==> src/rtl/uslp_pkg.sv <==
package uslp_pkg;
  typedef enum logic [1:0] {
    ST_RUN    = 2'd0,
    ST_SLEEP  = 2'd1,
    ST_SETTLE = 2'd2
  } uslp_state_e;
endpackage

==> src/rtl/uslp_sync.sv <==
// Two-flop synchronizer with a selectable reset level.
module uslp_sync #(
  parameter int   W       = 1,
  parameter logic RST_VAL = 1'b0
) (
  input  logic         clk,
  input  logic         rst_n,
  input  logic [W-1:0] d,
  output logic [W-1:0] q
);
  logic [W-1:0] s1_q, s2_q;

  always_ff @(posedge clk or negedge rst_n) begin
    if (!rst_n) begin
      s1_q <= {W{RST_VAL}};
      s2_q <= {W{RST_VAL}};
    end else begin
      s1_q <= d;
      s2_q <= s1_q;
    end
  end

  assign q = s2_q;
endmodule

==> src/rtl/uslp_wake_det.sv <==
// Synchronizes the asynchronous wake sources and flags wake events.
module uslp_wake_det #(
  parameter int NCH   = 2,
  parameter int MDM_W = 4
) (
  input  logic                 clk,
  input  logic                 rst_n,
  input  logic [NCH-1:0]       rx_pin,
  input  logic [NCH*MDM_W-1:0] modem_pin,
  input  logic [NCH-1:0]       tx_load,
  output logic [NCH-1:0]       rx_lvl,
  output logic                 wake_any
);
  localparam int MW = NCH * MDM_W;

  logic [NCH-1:0] rx_s, rx_prev_q, rx_prev_d, rx_fall;
  logic [MW-1:0]  mdm_s, mdm_prev_q, mdm_prev_d, mdm_chg;

  uslp_sync #(.W(NCH), .RST_VAL(1'b1)) u_rx_sync (
    .clk(clk), .rst_n(rst_n), .d(rx_pin), .q(rx_s)
  );

  uslp_sync #(.W(MW), .RST_VAL(1'b0)) u_mdm_sync (
    .clk(clk), .rst_n(rst_n), .d(modem_pin), .q(mdm_s)
  );

  always_comb begin
    rx_prev_d  = rx_s;
    mdm_prev_d = mdm_s;
    rx_fall    = rx_prev_q & ~rx_s;
    mdm_chg    = mdm_prev_q ^ mdm_s;
  end

  always_ff @(posedge clk or negedge rst_n) begin
    if (!rst_n) begin
      rx_prev_q  <= '1;
      mdm_prev_q <= '0;
    end else begin
      rx_prev_q  <= rx_prev_d;
      mdm_prev_q <= mdm_prev_d;
    end
  end

  assign rx_lvl   = rx_s;
  assign wake_any = (|rx_fall) | (|mdm_chg) | (|tx_load);
endmodule

==> src/rtl/uslp_entry_chk.sv <==
// Per-channel entry condition check, combined across channels.
module uslp_entry_chk #(
  parameter int NCH   = 2,
  parameter int DIV_W = 16,
  parameter int MDM_W = 4
) (
  input  logic [NCH-1:0]       irq_none,
  input  logic [NCH*DIV_W-1:0] divisor,
  input  logic [NCH-1:0]       sleep_en,
  input  logic [NCH*MDM_W-1:0] msr_delta,
  input  logic [NCH-1:0]       rx_lvl,
  output logic                 all_ok
);
  logic [NCH-1:0] ch_ok;

  for (genvar c = 0; c < NCH; c++) begin : g_ch
    assign ch_ok[c] = irq_none[c]
                    & (|divisor[DIV_W*c +: DIV_W])
                    & sleep_en[c]
                    & ~(|msr_delta[MDM_W*c +: MDM_W])
                    & rx_lvl[c];
  end

  assign all_ok = &ch_ok;
endmodule

==> src/rtl/uart_sleep_ctrl.sv <==
module uart_sleep_ctrl
  import uslp_pkg::*;
#(
  parameter int NCH        = 2,
  parameter int DIV_W      = 16,
  parameter int MDM_W      = 4,
  parameter int SETTLE_CYC = 64,
  parameter int QUAL_CYC   = 2
) (
  input  logic                 clk,
  input  logic                 rst_n,
  input  logic [NCH-1:0]       irq_none,
  input  logic [NCH*DIV_W-1:0] divisor,
  input  logic [NCH-1:0]       sleep_en,
  input  logic [NCH*MDM_W-1:0] msr_delta,
  input  logic [NCH-1:0]       rx_pin,
  input  logic [NCH-1:0]       tx_load,
  input  logic [NCH*MDM_W-1:0] modem_pin,
  output logic                 osc_en,
  output logic                 asleep,
  output logic                 clk_ready
);
  localparam int CNT_W  = $clog2(SETTLE_CYC + 1);
  localparam int QUAL_W = $clog2(QUAL_CYC + 1);

  // reset: asserted asynchronously, released on clk
  logic rst_s1_q, rst_ns;
  always_ff @(posedge clk or negedge rst_n) begin
    if (!rst_n) begin
      rst_s1_q <= 1'b0;
      rst_ns   <= 1'b0;
    end else begin
      rst_s1_q <= 1'b1;
      rst_ns   <= rst_s1_q;
    end
  end

  logic [NCH-1:0] rx_lvl;
  logic           wake_any, all_ok;

  uslp_wake_det #(.NCH(NCH), .MDM_W(MDM_W)) u_wake (
    .clk(clk), .rst_n(rst_ns), .rx_pin(rx_pin), .modem_pin(modem_pin),
    .tx_load(tx_load), .rx_lvl(rx_lvl), .wake_any(wake_any)
  );

  uslp_entry_chk #(.NCH(NCH), .DIV_W(DIV_W), .MDM_W(MDM_W)) u_entry (
    .irq_none(irq_none), .divisor(divisor), .sleep_en(sleep_en),
    .msr_delta(msr_delta), .rx_lvl(rx_lvl), .all_ok(all_ok)
  );

  uslp_state_e       state_q, state_d;
  logic [CNT_W-1:0]  cnt_q, cnt_d;
  logic [QUAL_W-1:0] qual_q, qual_d;
  logic              cnt_en, qual_en;

  always_comb begin
    state_d = state_q;
    cnt_d   = cnt_q;
    qual_d  = qual_q;
    unique case (state_q)
      ST_RUN: begin
        if (all_ok && !wake_any) begin
          if (qual_q == QUAL_W'(QUAL_CYC - 1)) begin
            state_d = ST_SLEEP;
            qual_d  = '0;
          end else begin
            qual_d = qual_q + QUAL_W'(1);
          end
        end else begin
          qual_d = '0;
        end
      end
      ST_SLEEP: begin
        if (wake_any || !(&sleep_en)) begin
          state_d = ST_SETTLE;
          cnt_d   = CNT_W'(SETTLE_CYC - 1);
        end
      end
      ST_SETTLE: begin
        if (cnt_q == '0) begin
          state_d = ST_RUN;
          qual_d  = '0;
        end else begin
          cnt_d = cnt_q - CNT_W'(1);
        end
      end
      default: begin
        state_d = ST_SETTLE;
        cnt_d   = CNT_W'(SETTLE_CYC - 1);
      end
    endcase
  end

  assign cnt_en  = (cnt_d != cnt_q);
  assign qual_en = (qual_d != qual_q);

  always_ff @(posedge clk or negedge rst_ns) begin
    if (!rst_ns) begin
      state_q <= ST_SETTLE;
      cnt_q   <= CNT_W'(SETTLE_CYC - 1);
      qual_q  <= '0;
    end else begin
      state_q <= state_d;
      if (cnt_en)  cnt_q  <= cnt_d;
      if (qual_en) qual_q <= qual_d;
    end
  end

  assign osc_en    = (state_q != ST_SLEEP);
  assign asleep    = (state_q == ST_SLEEP);
  assign clk_ready = (state_q == ST_RUN);

  // entry only after two consecutive qualifying clocks
  assert_entry_qualified_R2: assert property (@(posedge clk) disable iff (!rst_ns)
    $rose(asleep) |-> ($past(all_ok, 1) && $past(all_ok, 2)));

  // no entry with an interrupt pending on any channel
  assert_no_sleep_irq_R3: assert property (@(posedge clk) disable iff (!rst_ns)
    $rose(asleep) |-> $past(&irq_none));

  // a detected wake event always ends sleep
  assert_wake_exits_R5: assert property (@(posedge clk) disable iff (!rst_ns)
    (asleep && wake_any) |=> !asleep);

  // clearing a sleep enable ends sleep
  assert_enable_clear_R8: assert property (@(posedge clk) disable iff (!rst_ns)
    (asleep && !(&sleep_en)) |=> !asleep);

  // no ready indication straight out of sleep
  assert_wake_not_ready_R9: assert property (@(posedge clk) disable iff (!rst_ns)
    $fell(asleep) |-> !clk_ready);

  // settle window is not cut short
  assert_settle_holds_R9: assert property (@(posedge clk) disable iff (!rst_ns)
    (state_q == ST_SETTLE && cnt_q != '0) |=> (state_q == ST_SETTLE));

  // oscillator gated only in sleep
  assert_osc_follows_R4: assert property (@(posedge clk) disable iff (!rst_ns)
    $fell(osc_en) |-> asleep);
endmodule

==> config.mk <==
export PLATFORM = sky130hd
export DESIGN_NAME = uart_sleep_ctrl
export DESIGN_NICKNAME = d
export VERILOG_FILES = /design/src/rtl/uslp_pkg.sv /design/src/rtl/uslp_sync.sv /design/src/rtl/uslp_wake_det.sv /design/src/rtl/uslp_entry_chk.sv /design/src/rtl/uart_sleep_ctrl.sv
export SDC_FILE = /design/constraint.sdc
export NUM_CORES = 1
export LEC_CHECK = 0
export ABC_AREA = 1
export CAP_MARGIN = 30
export CORE_UTILIZATION = 45
export DETAILED_ROUTE_END_ITERATION = 10
export HOLD_SLACK_MARGIN = 0.05
export PLACE_DENSITY = 0.81
export SLEW_MARGIN = 20
export SYNTH_ARGS = -nofsm -noshare
export SYNTH_HDL_FRONTEND = slang
export SYNTH_SLANG_ARGS = --single-unit
==> constraint.sdc <==
create_clock -name clk -period 1.8 [get_ports clk]
set_input_delay 0.45 -clock clk [delete_from_list [all_inputs] [get_ports clk]]
set_output_delay 0.45 -clock clk [all_outputs]
set_load 0.03 [all_outputs]
# Word-level counts from Yosys, hierarchy flattened
# Cells that the tools add are included.
totals:
  ff_bits: 43
  latch_bits: 0
  mem_bits_rw: 0
  mem_bits_ro: 0
  in_bits: 58
  output_inout_bits: 3
  word_cells: 66
  memories: 0
op_classes:
  add_sub_neg: 2
  mul: 0
  div: 0
  magnitude_cmp: 0
  n_eq_ne: 10
  shift: 0
  n_mux: 12
  bitwise: 15
  n_reduce_logical: 16
ops:
  columns: ["cell", "count"]
  rows:
  - ["$reduce_or A16 Y1", 2]
  - ["$pmux W7 S3", 1]
  - ["$mux W2", 7]
  - ["$mux W7", 2]
  - ["$and A1 B1 Y1", 8]
  - ["$ne A2 B1 Y1 const B", 4]
  - ["$reduce_or A4 Y1", 2]
  - ["$reduce_or A8 Y1", 1]
  - ["$xor A8 B8 Y8", 1]
  - ["$logic_not A7 Y1", 1]
  - ["$ne A7 B7 Y1", 1]
  - ["$sub A7 B1 Y7 const B", 1]
  - ["$pmux W2 S3", 1]
  - ["$eq A2 B1 Y1 const B", 2]
  - ["$pmux W2 S2", 1]
  - ["$reduce_and A2 Y1", 2]
  - ["$reduce_and A4 Y1", 1]
  - ["$reduce_or A2 Y1", 2]
  - ["$add A2 B1 Y2 const B", 1]
  - ["$and A2 B2 Y2", 1]
  - ["$eq A2 B2 Y1 const B", 1]
  - ["$logic_not A1 Y1", 2]
  - ["$logic_not A2 Y1", 1]
  - ["$ne A2 B2 Y1", 1]
  - ["6 further kinds", 8]

# Logic depth before layout (Yosys ltp)
logic_depth:
  ltp_word: 10
  ltp_mapped: 9
  ltp_nobuf: 9

# Hierarchy
# Synthesis repeated with hierarchy kept, for this count alone.
hier_totals:
  cells_unflattened: 214
  area_unflattened_um2: 1873.0
modules_own_cells:
  columns: ["mod", "n_inst", "cells_per_inst", "area_each_um2", "seq_area_each_um2"]
  rows:
  - ["uart_sleep_ctrl", 1, 98, 757.0, 334.1]
  - ["uslp_wake_det", 1, 52, 434.2, 252.7]
  - ["uslp_sync at u_wake.u_mdm_sync", 1, 16, 400.4, 400.4]
  - ["uslp_entry_chk", 1, 44, 176.4, 0.0]
  - ["uslp_sync at u_wake.u_rx_sync", 1, 4, 105.1, 105.1]

# Worst setup path before layout
# No wires, ideal clock.
synth_timing:
  kind: "flip-flop to output port"
  start: "register state_q[0]"
  end: "output osc_en"
  arrival_time_ps: 1391
  t_required_ps: 1350
  path_slack_ps: -41
  path_stages_with_launch: 4
  n_path_buf: 0
  path_cell_list: "dfrtp_1 -> inv_1 -> nor2_1 -> inv_1"
synth_between:
  elab_chain_cells: 1
synth_rtl:
  columns: ["element", "line", "rtl"]
  rows:
  - ["start, declared", "uart_sleep_ctrl.sv:51", "uslp_state_e state_q, state_d;"]
  - ["start signal, assigned", "uart_sleep_ctrl.sv:103", "state_q <= state_d;"]
  - ["$ne A2 B1 Y1", "uart_sleep_ctrl.sv:109", "assign osc_en = (state_q != ST_SLEEP);"]
  - ["end, declared", "uart_sleep_ctrl.sv:19", "output logic osc_en,"]
# Every way passes these cells.

# Worst setup path in the final report
layout_timing:
  start: "register state_q[0]"
  end: "output clk_ready"
layout_between:
  elab_chain_cells: 1
layout_rtl:
  columns: ["element", "line", "rtl"]
  rows:
  - ["$logic_not A2 Y1", "uart_sleep_ctrl.sv:111", "assign clk_ready = (state_q == ST_RUN);"]
  - ["end, declared", "uart_sleep_ctrl.sv:21", "output logic clk_ready"]
# Every way passes these cells.

==> results.toml <==
[synthesis]
postSynthAreaPerCell_um2 = 9.18
ys_seq_area_frac = 0.595
muxShareOfSynthArea = 0
yosys-top-cells-area = "dfrtp_1 41%, dfstp_2 19%, nand2_1 9.8%"
syn_nets = 260
postSynthCellCount = 200
synth_top_area_frac = 0.409
synth_fa_ha_area_frac = 0.0136
synth_top_family_by_area = "simple AND/OR/NAND/NOR gates"
netlist_area_mm2 = 0.00184
synth-compound-area-share = 0.0477
synth_seq_cells = 43
yosysWarnings = 0
synthXorXnorAreaFrac = 0.0381
ys_types = 24
yosysTopAreaCell = "dfrtp_1"
synthSimpleGateAreaFrac = 0.236

[worst_setup_path]
reg2reg_from = "u_wake.u_rx_sync.q[0]"
rr_worst_depth = 8
worstReg2RegEnd = "qual_q[1]"
slowest_delay_ns = 0.43
path_delay_family = "flip-flops"
cp.arrival_ns = 1.27
r2r_slack_ns = 0.33
worst-setup-path-type = "reg2out"
path_cells = "nor2_2, dlygate4sd2_1"
cp.depth = 2
worstPathRequired_ns = 1.35
path_buf_inv = 1
cp-end-kind = "primary output"
slowest_stage = "dfrtp_1"
worst_setup_path_start_kind = "flip-flop"
path_max_fanout = 4

[sta]
max_freq_ghz = 0.582
slew_violations = 0
hold_viol = 0
rsz0062_at_grt = "no"
holdWs_ns = 0.202
min_period_over_period = 0.955
min_period_ns = 1.72
fin_skew_ns = 0.00726
finalSetupTns_ns = 0
setup_viol = 0

[grt]
overflow = 0
grt_pass1_vias = 1480
antenna_found_initial = 0
grt_start_max_net_pins = 28
track_usage = 0.186
grt_pass1_wl_um = 5910

[drt]
drc = 0
vias_per_cell = 4.53
firstDrtPassIters = 4
wl_um = 3600
first_iter_violations = 22
vias = 1453
wl_per_cell_um = 11.2
ant_nets = 0

[cts]
clkTransAtPathRegs_ns = 0.08
cts.sinks = 43
hold_buffers = 0
cts_tree = "yes"
htreeDepth = 2
numCtsBuffers = 5
post_cts.repair.setup_buffers = 0
worstSkewPairLatency_ns = 0.29
cts-root-buf = "clkbuf_8"
cts.path.max_buffers = 2

[layout]
drive_above_1_share = 0.154
diodes = 0
layout.nets = 332
final_util = 0.696
area_growth_pct = 44.0
stdcell_area_mm2 = 0.00265
fillCellCount = 313

[die]
rows = 22
start_util = 0.484
die_h_um = 65.9
die_w_um = 65.9
ios = 61
coreArea_mm2 = 0.00380
design.die.area_mm2 = 0.00434

[job]
maxCapViolCount = 0

[power_and_ir_drop]
ir_drop_uv = 698
p_per_area_mw_per_mm2 = 744
finalPower_mw = 1.97
p_leak_nw = 1.23

[placed_design]
dpl.hpwl_um = 2840
port_buffers = 60
placed_area_mm2 = 0.00253
gp_congestion = 0.825

[worst_hold_path]
worstHoldPathType = "reg2async"

[outcome]
status = "finished, final reports clean"
-- worst register-to-register path, stage by stage, from the launching register on --
cell,delay (ns)
dfstp_2,0.56
inv_1,0.04
nand2_1,0.05
nand2_1,0.05
nor2_1,0.09
nand3_1,0.14
nor2_2,0.23
nand3_2,0.13
a21oi_2,0.12
-- worst max path at each step --
| stage | start | end | slack, ns |
|---|---|---|---|
| after floorplan | state_q[0] | osc_en | 0.18 |
| after global placement | sleep_en[0] | cnt_q[6] | 0.03 |
| after detailed placement | sleep_en[0] | cnt_q[6] | -0.05 |
| after CTS | state_q[1] | osc_en | 0.02 |
| after global routing | state_q[0] | clk_ready | 0.006 |
| final | state_q[0] | clk_ready | 0.08 |
-- per-layer routing --
metal | routed length (um) | share of wire | up-vias | global-route usage
met5 | 0 | 0 | - | 0
met4 | 56 | 0.016 | 0 | 0.0870
met3 | 477 | 0.13 | 5 | 0.0741
met2 | 1680 | 0.47 | 67 | 0.333
li1 | - | - | 744 | -
met1 | 1390 | 0.39 | 637 | 0.184
-- report_power, final --
group	internal [mW]	switching [mW]
sequential	1.01	0.0180
clock	0.420	0.334
combinational	0.130	0.0578
total	1.56	0.410
-- metrics by stage --
| stage | worst slack, ns | std cells |
|---|---|---|
| 2_1_floorplan | 0.184 | 200 |
| 3_3_place_gp | 0.0322 | 313 |
| 3_5_place_dp | -0.0543 | 313 |
| 4_1_cts | 0.0178 | 321 |
| 5_1_grt | 0.00626 | 321 |
| 6_report | 0.0814 | 321 |
-- synth_stat cells --
master	instances
a21oi_2	1
o21ai_1	3
conb_1	1
a21oi_1	4
xnor2_1	4
nand4_1	3
nor2_4	2
nand2_2	2
inv_2	1
inv_1	32
nor2_1	32
nand2_1	48
o211ai_1	4
nand3b_1	2
o21ai_2	1
ha_1	2
dfrtp_1	30
xor2_1	4
nand3_1	3
nor2_2	4
dfstp_2	13
o21ai_0	1
nor3_1	1
nand3_2	2
-- area by class of cell --
class                   count  area (um2)  share of cell area
clock buffers               5        68.8              0.0260
clock inverters             3        47.5              0.0180
inverters                  33         124              0.0468
repair buffers             65         629               0.238
multi-input cells         124         623               0.236
flip-flops and latches     43        1090               0.413
well taps                  48        60.1              0.0227
-- cell families after synthesis --
kind of cell / count (synthesis)
buffers and inverters: 33
adders and majority gates: 2
DFF: 43
xor gates and xnor gates: 8
other: 1
and+or+nand+nor: 99
AOI/OAI and AO/OA: 14
-- state kept, by name, indices dropped and copies added, names as in the netlist --
name / cells
u_wake.mdm_prev_q: 8
u_wake.u_mdm_sync.q: 8
u_wake.u_mdm_sync.s1_q: 8
cnt_q: 7
qual_q: 2
state_q: 2
u_wake.rx_prev_q: 2
u_wake.u_rx_sync.q: 2
u_wake.u_rx_sync.s1_q: 2
rst_ns: 1
rst_s1_q: 1
-- what timing repair did --
item	in CTS	in global routing
resized for setup	3	1
cloned	0	0
endpoints found under the hold margin	0	0
setup endpoints to repair	2	1
-- layout by cell type (no fill, tap or decap), drive strengths merged, types with 4 or more instances in the layout --
master	instances
clkdlybuf4s50	57
nand2	50
nor2	38
inv	34
dfrtp	30
dfstp	13
buf	6
clkbuf	6
a21oi	5
nand3	5
o21ai	5
xor2	4
xnor2	4
o211ai	4
(Power assumes the default switching activity.)
